File: src/rtl/nv_refresh_pkg.sv
// Shared encodings for the array refresh sequencer.
// Assumes an 8-bit register port on the guarded write controller.
package nv_refresh_pkg;
    localparam int DATA_W = 8;

    typedef enum logic [1:0] {
        SEL_ADDR_LO = 2'd0,
        SEL_ADDR_HI = 2'd1,
        SEL_CTRL    = 2'd2,
        SEL_KEY     = 2'd3
    } reg_sel_e;

    localparam logic [DATA_W-1:0] CTRL_WREN     = 8'h04;
    localparam logic [DATA_W-1:0] CTRL_RD_WREN  = 8'h05;
    localparam logic [DATA_W-1:0] CTRL_GO_WREN  = 8'h06;
    localparam logic [DATA_W-1:0] CTRL_OFF      = 8'h00;
    localparam logic [DATA_W-1:0] KEY_FIRST     = 8'h55;
    localparam logic [DATA_W-1:0] KEY_SECOND    = 8'hAA;

    typedef enum logic [3:0] {
        ST_IDLE,
        ST_ENABLE,
        ST_LOAD_LO,
        ST_LOAD_HI,
        ST_READ,
        ST_KEY_A,
        ST_KEY_B,
        ST_COMMIT,
        ST_WAIT,
        ST_DISABLE,
        ST_DONE
    } seq_state_e;
endpackage

File: src/rtl/nv_refresh_addr_ctr.sv
// One part of the carried refresh address.
// Clears on request and increments when told to.
// The carry output is high when an increment wraps this part to zero.
// Assumes clr and inc are never high together in a useful cycle; clr wins.
module nv_refresh_addr_ctr #(
    parameter int W = 8
) (
    input  logic         clk,
    input  logic         rst_n,
    input  logic         clr,
    input  logic         inc,
    output logic [W-1:0] value,
    output logic         carry
);
    localparam logic [W-1:0] ALL_ONES = '1;

    // Carry out when this increment rolls the part over.
    assign carry = inc && (value == ALL_ONES);

    // Holds and advances this part of the address.
    always_ff @(posedge clk) begin
        if (!rst_n) begin
            value <= '0;
        end else if (clr) begin
            value <= '0;
        end else if (inc) begin
            value <= value + 1'b1;
        end
    end
endmodule

File: src/rtl/nv_refresh_fsm.sv
// Step sequencer for the refresh.
// Emits one controller register write per state, waits on busy after each commit,
// and finishes when the address counter reports the final wrap.
// Assumes busy is raised by the controller in the cycle after the commit write.
module nv_refresh_fsm
    import nv_refresh_pkg::*;
(
    input  logic              clk,
    input  logic              rst_n,
    input  logic              start,
    input  logic              busy,
    input  logic              last_wrap,
    output logic              ctr_clr,
    output logic              ctr_step,
    output logic              wr_en,
    output reg_sel_e          wr_sel,
    output logic [DATA_W-1:0] wr_const,
    output logic              use_lo,
    output logic              use_hi,
    output logic              mask_irq,
    output logic              fin_pulse
);
    seq_state_e state, state_nx;

    // Start is honoured only from idle.
    assign ctr_clr  = (state == ST_IDLE) && start;
    // Address advances when the wait for a location is over.
    assign ctr_step = (state == ST_WAIT) && !busy;

    // Next-state selection.
    always_comb begin
        state_nx = state;
        unique case (state)
            ST_IDLE:    if (start) state_nx = ST_ENABLE;
            ST_ENABLE:  state_nx = ST_LOAD_LO;
            ST_LOAD_LO: state_nx = ST_LOAD_HI;
            ST_LOAD_HI: state_nx = ST_READ;
            ST_READ:    state_nx = ST_KEY_A;
            ST_KEY_A:   state_nx = ST_KEY_B;
            ST_KEY_B:   state_nx = ST_COMMIT;
            ST_COMMIT:  state_nx = ST_WAIT;
            ST_WAIT:    if (!busy) state_nx = last_wrap ? ST_DISABLE : ST_LOAD_LO;
            ST_DISABLE: state_nx = ST_DONE;
            ST_DONE:    state_nx = ST_IDLE;
            default:    state_nx = ST_IDLE;
        endcase
    end

    // State register.
    always_ff @(posedge clk) begin
        if (!rst_n) begin
            state <= ST_IDLE;
        end else begin
            state <= state_nx;
        end
    end

    // Register write decode for the current state.
    always_comb begin
        wr_en    = 1'b1;
        wr_sel   = SEL_CTRL;
        wr_const = CTRL_OFF;
        use_lo   = 1'b0;
        use_hi   = 1'b0;
        unique case (state)
            ST_ENABLE:  wr_const = CTRL_WREN;
            ST_LOAD_LO: begin wr_sel = SEL_ADDR_LO; use_lo = 1'b1; end
            ST_LOAD_HI: begin wr_sel = SEL_ADDR_HI; use_hi = 1'b1; end
            ST_READ:    wr_const = CTRL_RD_WREN;
            ST_KEY_A:   begin wr_sel = SEL_KEY; wr_const = KEY_FIRST; end
            ST_KEY_B:   begin wr_sel = SEL_KEY; wr_const = KEY_SECOND; end
            ST_COMMIT:  wr_const = CTRL_GO_WREN;
            ST_DISABLE: wr_const = CTRL_OFF;
            default:    wr_en = 1'b0;
        endcase
    end

    // Interrupt mask covers every state between idle and the done cycle.
    assign mask_irq  = (state != ST_IDLE) && (state != ST_DONE);
    assign fin_pulse = (state == ST_DONE);
endmodule

File: src/rtl/nv_refresh_seq.sv
// Top of the array refresh sequencer.
// Chains a low and a high address counter and drives the controller register port
// from the step sequencer.
// Assumes LO_BITS and HI_BITS are each between 1 and 8.
module nv_refresh_seq
    import nv_refresh_pkg::*;
#(
    parameter int LO_BITS = 8,
    parameter int HI_BITS = 8
) (
    input  logic       clk,
    input  logic       rst_n,
    input  logic       start,
    input  logic       ctrl_busy,
    output logic       reg_wr_en,
    output logic [1:0] reg_wr_sel,
    output logic [7:0] reg_wr_data,
    output logic       irq_mask,
    output logic       done
);
    localparam int PARTS = 2;

    logic [LO_BITS-1:0] addr_lo;
    logic [HI_BITS-1:0] addr_hi;
    logic [PARTS:0]     inc_chain;
    logic               ctr_clr;
    logic               wrap_lo;
    logic               wrap_hi;
    logic               wr_en;
    reg_sel_e           wr_sel;
    logic [DATA_W-1:0]  wr_const;
    logic               use_lo;
    logic               use_hi;

    // Low part advances on each step; high part advances on the low carry.
    assign inc_chain[1] = wrap_lo;
    assign inc_chain[2] = wrap_hi;

    nv_refresh_addr_ctr #(.W(LO_BITS)) u_ctr_lo (
        .clk   (clk),
        .rst_n (rst_n),
        .clr   (ctr_clr),
        .inc   (inc_chain[0]),
        .value (addr_lo),
        .carry (wrap_lo)
    );

    nv_refresh_addr_ctr #(.W(HI_BITS)) u_ctr_hi (
        .clk   (clk),
        .rst_n (rst_n),
        .clr   (ctr_clr),
        .inc   (inc_chain[1]),
        .value (addr_hi),
        .carry (wrap_hi)
    );

    nv_refresh_fsm u_fsm (
        .clk       (clk),
        .rst_n     (rst_n),
        .start     (start),
        .busy      (ctrl_busy),
        .last_wrap (inc_chain[PARTS]),
        .ctr_clr   (ctr_clr),
        .ctr_step  (inc_chain[0]),
        .wr_en     (wr_en),
        .wr_sel    (wr_sel),
        .wr_const  (wr_const),
        .use_lo    (use_lo),
        .use_hi    (use_hi),
        .mask_irq  (irq_mask),
        .fin_pulse (done)
    );

    // Write data: an address part, zero-extended, or a sequencer constant.
    always_comb begin
        if (use_lo) begin
            reg_wr_data = DATA_W'(addr_lo);
        end else if (use_hi) begin
            reg_wr_data = DATA_W'(addr_hi);
        end else begin
            reg_wr_data = wr_const;
        end
    end

    assign reg_wr_en  = wr_en;
    assign reg_wr_sel = wr_sel;
endmodule

File: config.mk
export PLATFORM = sky130hd
export DESIGN_NAME = nv_refresh_seq
export DESIGN_NICKNAME = d
export VERILOG_FILES = /design/src/rtl/nv_refresh_pkg.sv /design/src/rtl/nv_refresh_addr_ctr.sv /design/src/rtl/nv_refresh_fsm.sv /design/src/rtl/nv_refresh_seq.sv
export SDC_FILE = /design/constraint.sdc
export NUM_CORES = 1
export LEC_CHECK = 0
export BUFFER_PORTS_ARGS = -buffer_cell sky130_fd_sc_hd__buf_2
export CORE_ASPECT_RATIO = 0.7
export CORE_MARGIN = 3
export CORE_UTILIZATION = 40
export CTS_CLUSTER_DIAMETER = 30
export DETAILED_ROUTE_END_ITERATION = 8
export REMOVE_ABC_BUFFERS = 1
export SETUP_SLACK_MARGIN = 0.5
export SYNTH_ARGS = -nofsm -noshare
export SYNTH_HDL_FRONTEND = slang
export SYNTH_HIERARCHICAL = 1
export SYNTH_SLANG_ARGS = --single-unit
File: constraint.sdc
create_clock -name clk -period 2.8 [get_ports clk]
set_clock_uncertainty 0.15 [all_clocks]
set_input_delay 0.56 -clock clk [delete_from_list [all_inputs] [get_ports clk]]
set_output_delay 0.56 -clock clk [all_outputs]
set_load 0.02 [all_outputs]
==> metrics.txt <==
status=finished, final reports clean; synthesized area per cell=7.95 um^2; Post-Synth XOR/XNOR Area=0.0667; Via Count=1263; Layout area overhead=26.5%; synthesis warning total=6; crit-path max cell delay=0.34 ns; leading register cell type out of synthesis=dfxtp_1; Top delay family on crit path=simple AND/OR/NAND/NOR gates; Chip Width=approximately 74 um; reg-to-reg critical path startpoint=u_fsm/state[1]$_SDFFE_PN0P_; Comb pwr share=0.219; number of DRC markers in iteration 0=94; mux share of post-synthesis cell area=0.0763; Worst Setup End Kind=output port; Clock power frac=0.308; Pleak=0.671 nW; Hold Crit Class=reg2reg; number of fill cells in the layout=265; main combinational cell family by area after synthesis=simple AND/OR/NAND/NOR gates; H-Tree Depth=1; most frequent cells in the layout=buf_4 (21), nand2_1 (19), nor2_1 (19), dfxtp_1 (19), a21oi_1 (10); ys async rst share=0; DRC errors left=0; Worst Reg2Reg Path Length in Cells=13; sequential cell area=402 um^2; deepest clock path buffer count=2; net switching power=0.173 mW; slew at the pin closest to its max-slew limit=between 0.3 and 0.4 ns; vias in the first global route=1072; crit path capture=reg_wr_data[2]; sequential element share of the synthesized area=0.305; unrepaired setup endpoints after global routing=true; FMAX=0.389 GHz; Ant. Diodes=0; maximum capacitance violations=0; Synth Area in Simple Gates=0.294; clock tree sinks=20; Top Ports=17; data arrival at the endpoint of the critical path=1.86 ns; gr ovfl total=0; Clock Latency Late Sink=0.26 ns; post-DP HPWL=2100 um; CTS tree=done; most common cell after layout, fill and taps aside=buf_4; path length in cells of the critical path=7; initial antenna violation count=0; share of layout cells above drive strength 1=0.316; Synth Area in Adders=0.0191; reg2reg setup slack=0.44 ns; placed standard-cell area=1400 um^2; drt total wl=between 3000 and 4000 um; final core utilization=0.560; required time of the critical path=2.09 ns; first drt pass iteration count=4; IO Port Bufs=16; initial core utilization=0.443; final hold violation count=0; CTS root buffer=clkbuf_8; post-synthesis compound-gate area fraction=0.141; Pint=roughly 0.44 mW; cell area after synthesis=roughly 1300 um^2; area of the core=about 3000 um^2; full die area=between 4000 and 5000 um^2; path type of the worst setup path=reg2out; number of nets in the layout=slightly below 200; wire per inst=14.1 um; Worst path slowest cell=dfxtp_1; final setup fails=0; register bit total from synthesis=20; Worst Hold Launch=u_ctr_lo/value[7]$_SDFFE_PP0P_; EDFF count, synth=0; Hold-fix buffers, CTS=0; routability cong.=0.768; number of unique standard cell types used by synthesis=34; Max-slew headroom=0.768; largest net degree at the start of global routing=18; Critical path origin=u_fsm/state[3]$_SDFFE_PN0P_; gate count after technology mapping=165; Pins Over Slew Limit=0; GRT Overall Usage=0.158; startpoint class of the critical path=flip-flop; P per Cell Area=around 370 nW/um^2; DR vias/cell=between 5 and 6; crit share post-route=0.918; ANT nets after route=0; crit-path max FO=8; Switching Fraction=0.281; Worst-path clk slew=0.07 ns; CP Buf/Inv Count=2; Final Instance Area=1660 um^2; site row count=16; CP cell instances=or2b_4 > or2_4 > nor2_4 > buf_12 > mux2i_4 > o21ai_2 > buf_4; height of the die=53.9 um; area taken by multi-input logic gates=882 um^2; Reg power frac=0.472; Max VDD drop=0.000254 V; minimum clock period=2.57 ns; Num CTS Buffers=3; first-pass GRT wire length=4800 um; reg-to-reg endpoint=u_fsm/state[1]$_SDFFE_PN0P_
-- layer usage --
| metal | share of wire | track usage | vias up |
|---|---|---|---|
| met5 | 0 | 0 | - |
| met4 | 0.014 | 0.0621 | 0 |
| met3 | 0.049 | 0.0410 | 7 |
| met2 | 0.44 | 0.241 | 29 |
| met1 | 0.50 | 0.215 | 604 |
| li1 | - | - | 623 |
-- power by group through the flow --
stage | clock network, mW | registers [mW] | logic [mW]
finish | 0.189 | 0.290 | 0.135
global route | 0.207 | 0.290 | 0.144
global placement | 0 | 0.296 | 0.0977
floorplan | 0 | 0.305 | 0.0564
detailed placement | 0 | 0.296 | 0.0977
CTS | 0.194 | 0.290 | 0.111
-- worst reg2reg max path: cells and delay by family, from the launching register on --
kind | cells | cell delay [ns]
DFF | 1 | 0.32
and+or+nand+nor | 9 | 1.29
AOI/OAI and AO/OA | 1 | 0.06
buffers and inverters | 3 | 0.43
-- logic make-up (layout without fill, tap and decap cells) --
kind of cell / count (synthesis) / in the layout
and+or+nand+nor: 74 / 74
AOI/OAI and AO/OA: 32 / 32
DFF: 20 / 20
buffers and inverters: 17 / 42
xor gates and xnor gates: 10 / 10
muxes: 10 / 10
adders and majority gates: 2 / 2
-- how the worst min path moves through the flow --
stage / end / cells past startpoint / slack, ns
floorplan: u_ctr_hi/value[7]$_SDFFE_PP0P_ / 2 / 0.32
global placement: u_ctr_lo/value[6]$_SDFFE_PP0P_ / 2 / 0.35
detailed placement: u_ctr_lo/value[7]$_SDFFE_PP0P_ / 2 / 0.36
CTS: u_ctr_lo/value[7]$_SDFFE_PP0P_ / 2 / 0.37
global route: u_ctr_lo/value[7]$_SDFFE_PP0P_ / 2 / 0.41
finish: u_ctr_lo/value[7]$_SDFFE_PP0P_ / 2 / 0.37
-- final cells by class --
type                            count  share of cell area
Clock buffer                        3              0.0249
Inverter                            3             0.00678
Multi-Input combinational cell    128               0.531
Sequential cell                    20               0.242
Tap cell                           36              0.0271
Timing Repair Buffer               36               0.168
-- registers in the layout, summed over array words and instances (netlist names) --
signal and count:
u_ctr_lo/value 8, u_ctr_hi/value 8, u_fsm/state 4
-- cell usage after synthesis, drive strengths merged (2+ instances only) --
cell	count	area share
xor2	8	0.053
xnor2	2	0.013
o211ai	2	0.011
nor4	2	0.0095
nor2	21	0.060
and3	3	0.014
o21ai	16	0.061
a21oi	10	0.038
mux2i	10	0.076
nand2b	3	0.014
inv	3	0.0086
nor3	3	0.011
nand2	20	0.057
clkbuf	2	0.0057
buf	12	0.084
ha	2	0.019
dfxtp	20	0.31
or3	7	0.033
nand4	8	0.048
-- metrics by stage --
stage	std cells	TNS, ns	setup slack, ns	total power, mW	hold WS, ns
floorplan	151	-3.40	-0.616	0.361	0.321
global placement	213	0	0.0582	0.394	0.353
detailed placement	213	-0.0676	-0.0676	0.394	0.357
CTS	221	0	0.216	0.595	0.367
global route	226	0	0.170	0.641	0.407
finish	226	0	0.231	0.614	0.370
-- timing repair --
| action | CTS | global route |
|---|---|---|
| pin swaps | 5 | 3 |
| cloned | 0 | 1 |
| buffers inserted | 5 | 4 |
| endpoints found under the hold margin | 0 | 0 |
| gates resized for setup | 17 | 22 |
| endpoints found under the setup margin | 14 | 14 |
(Power assumes the default switching activity.)
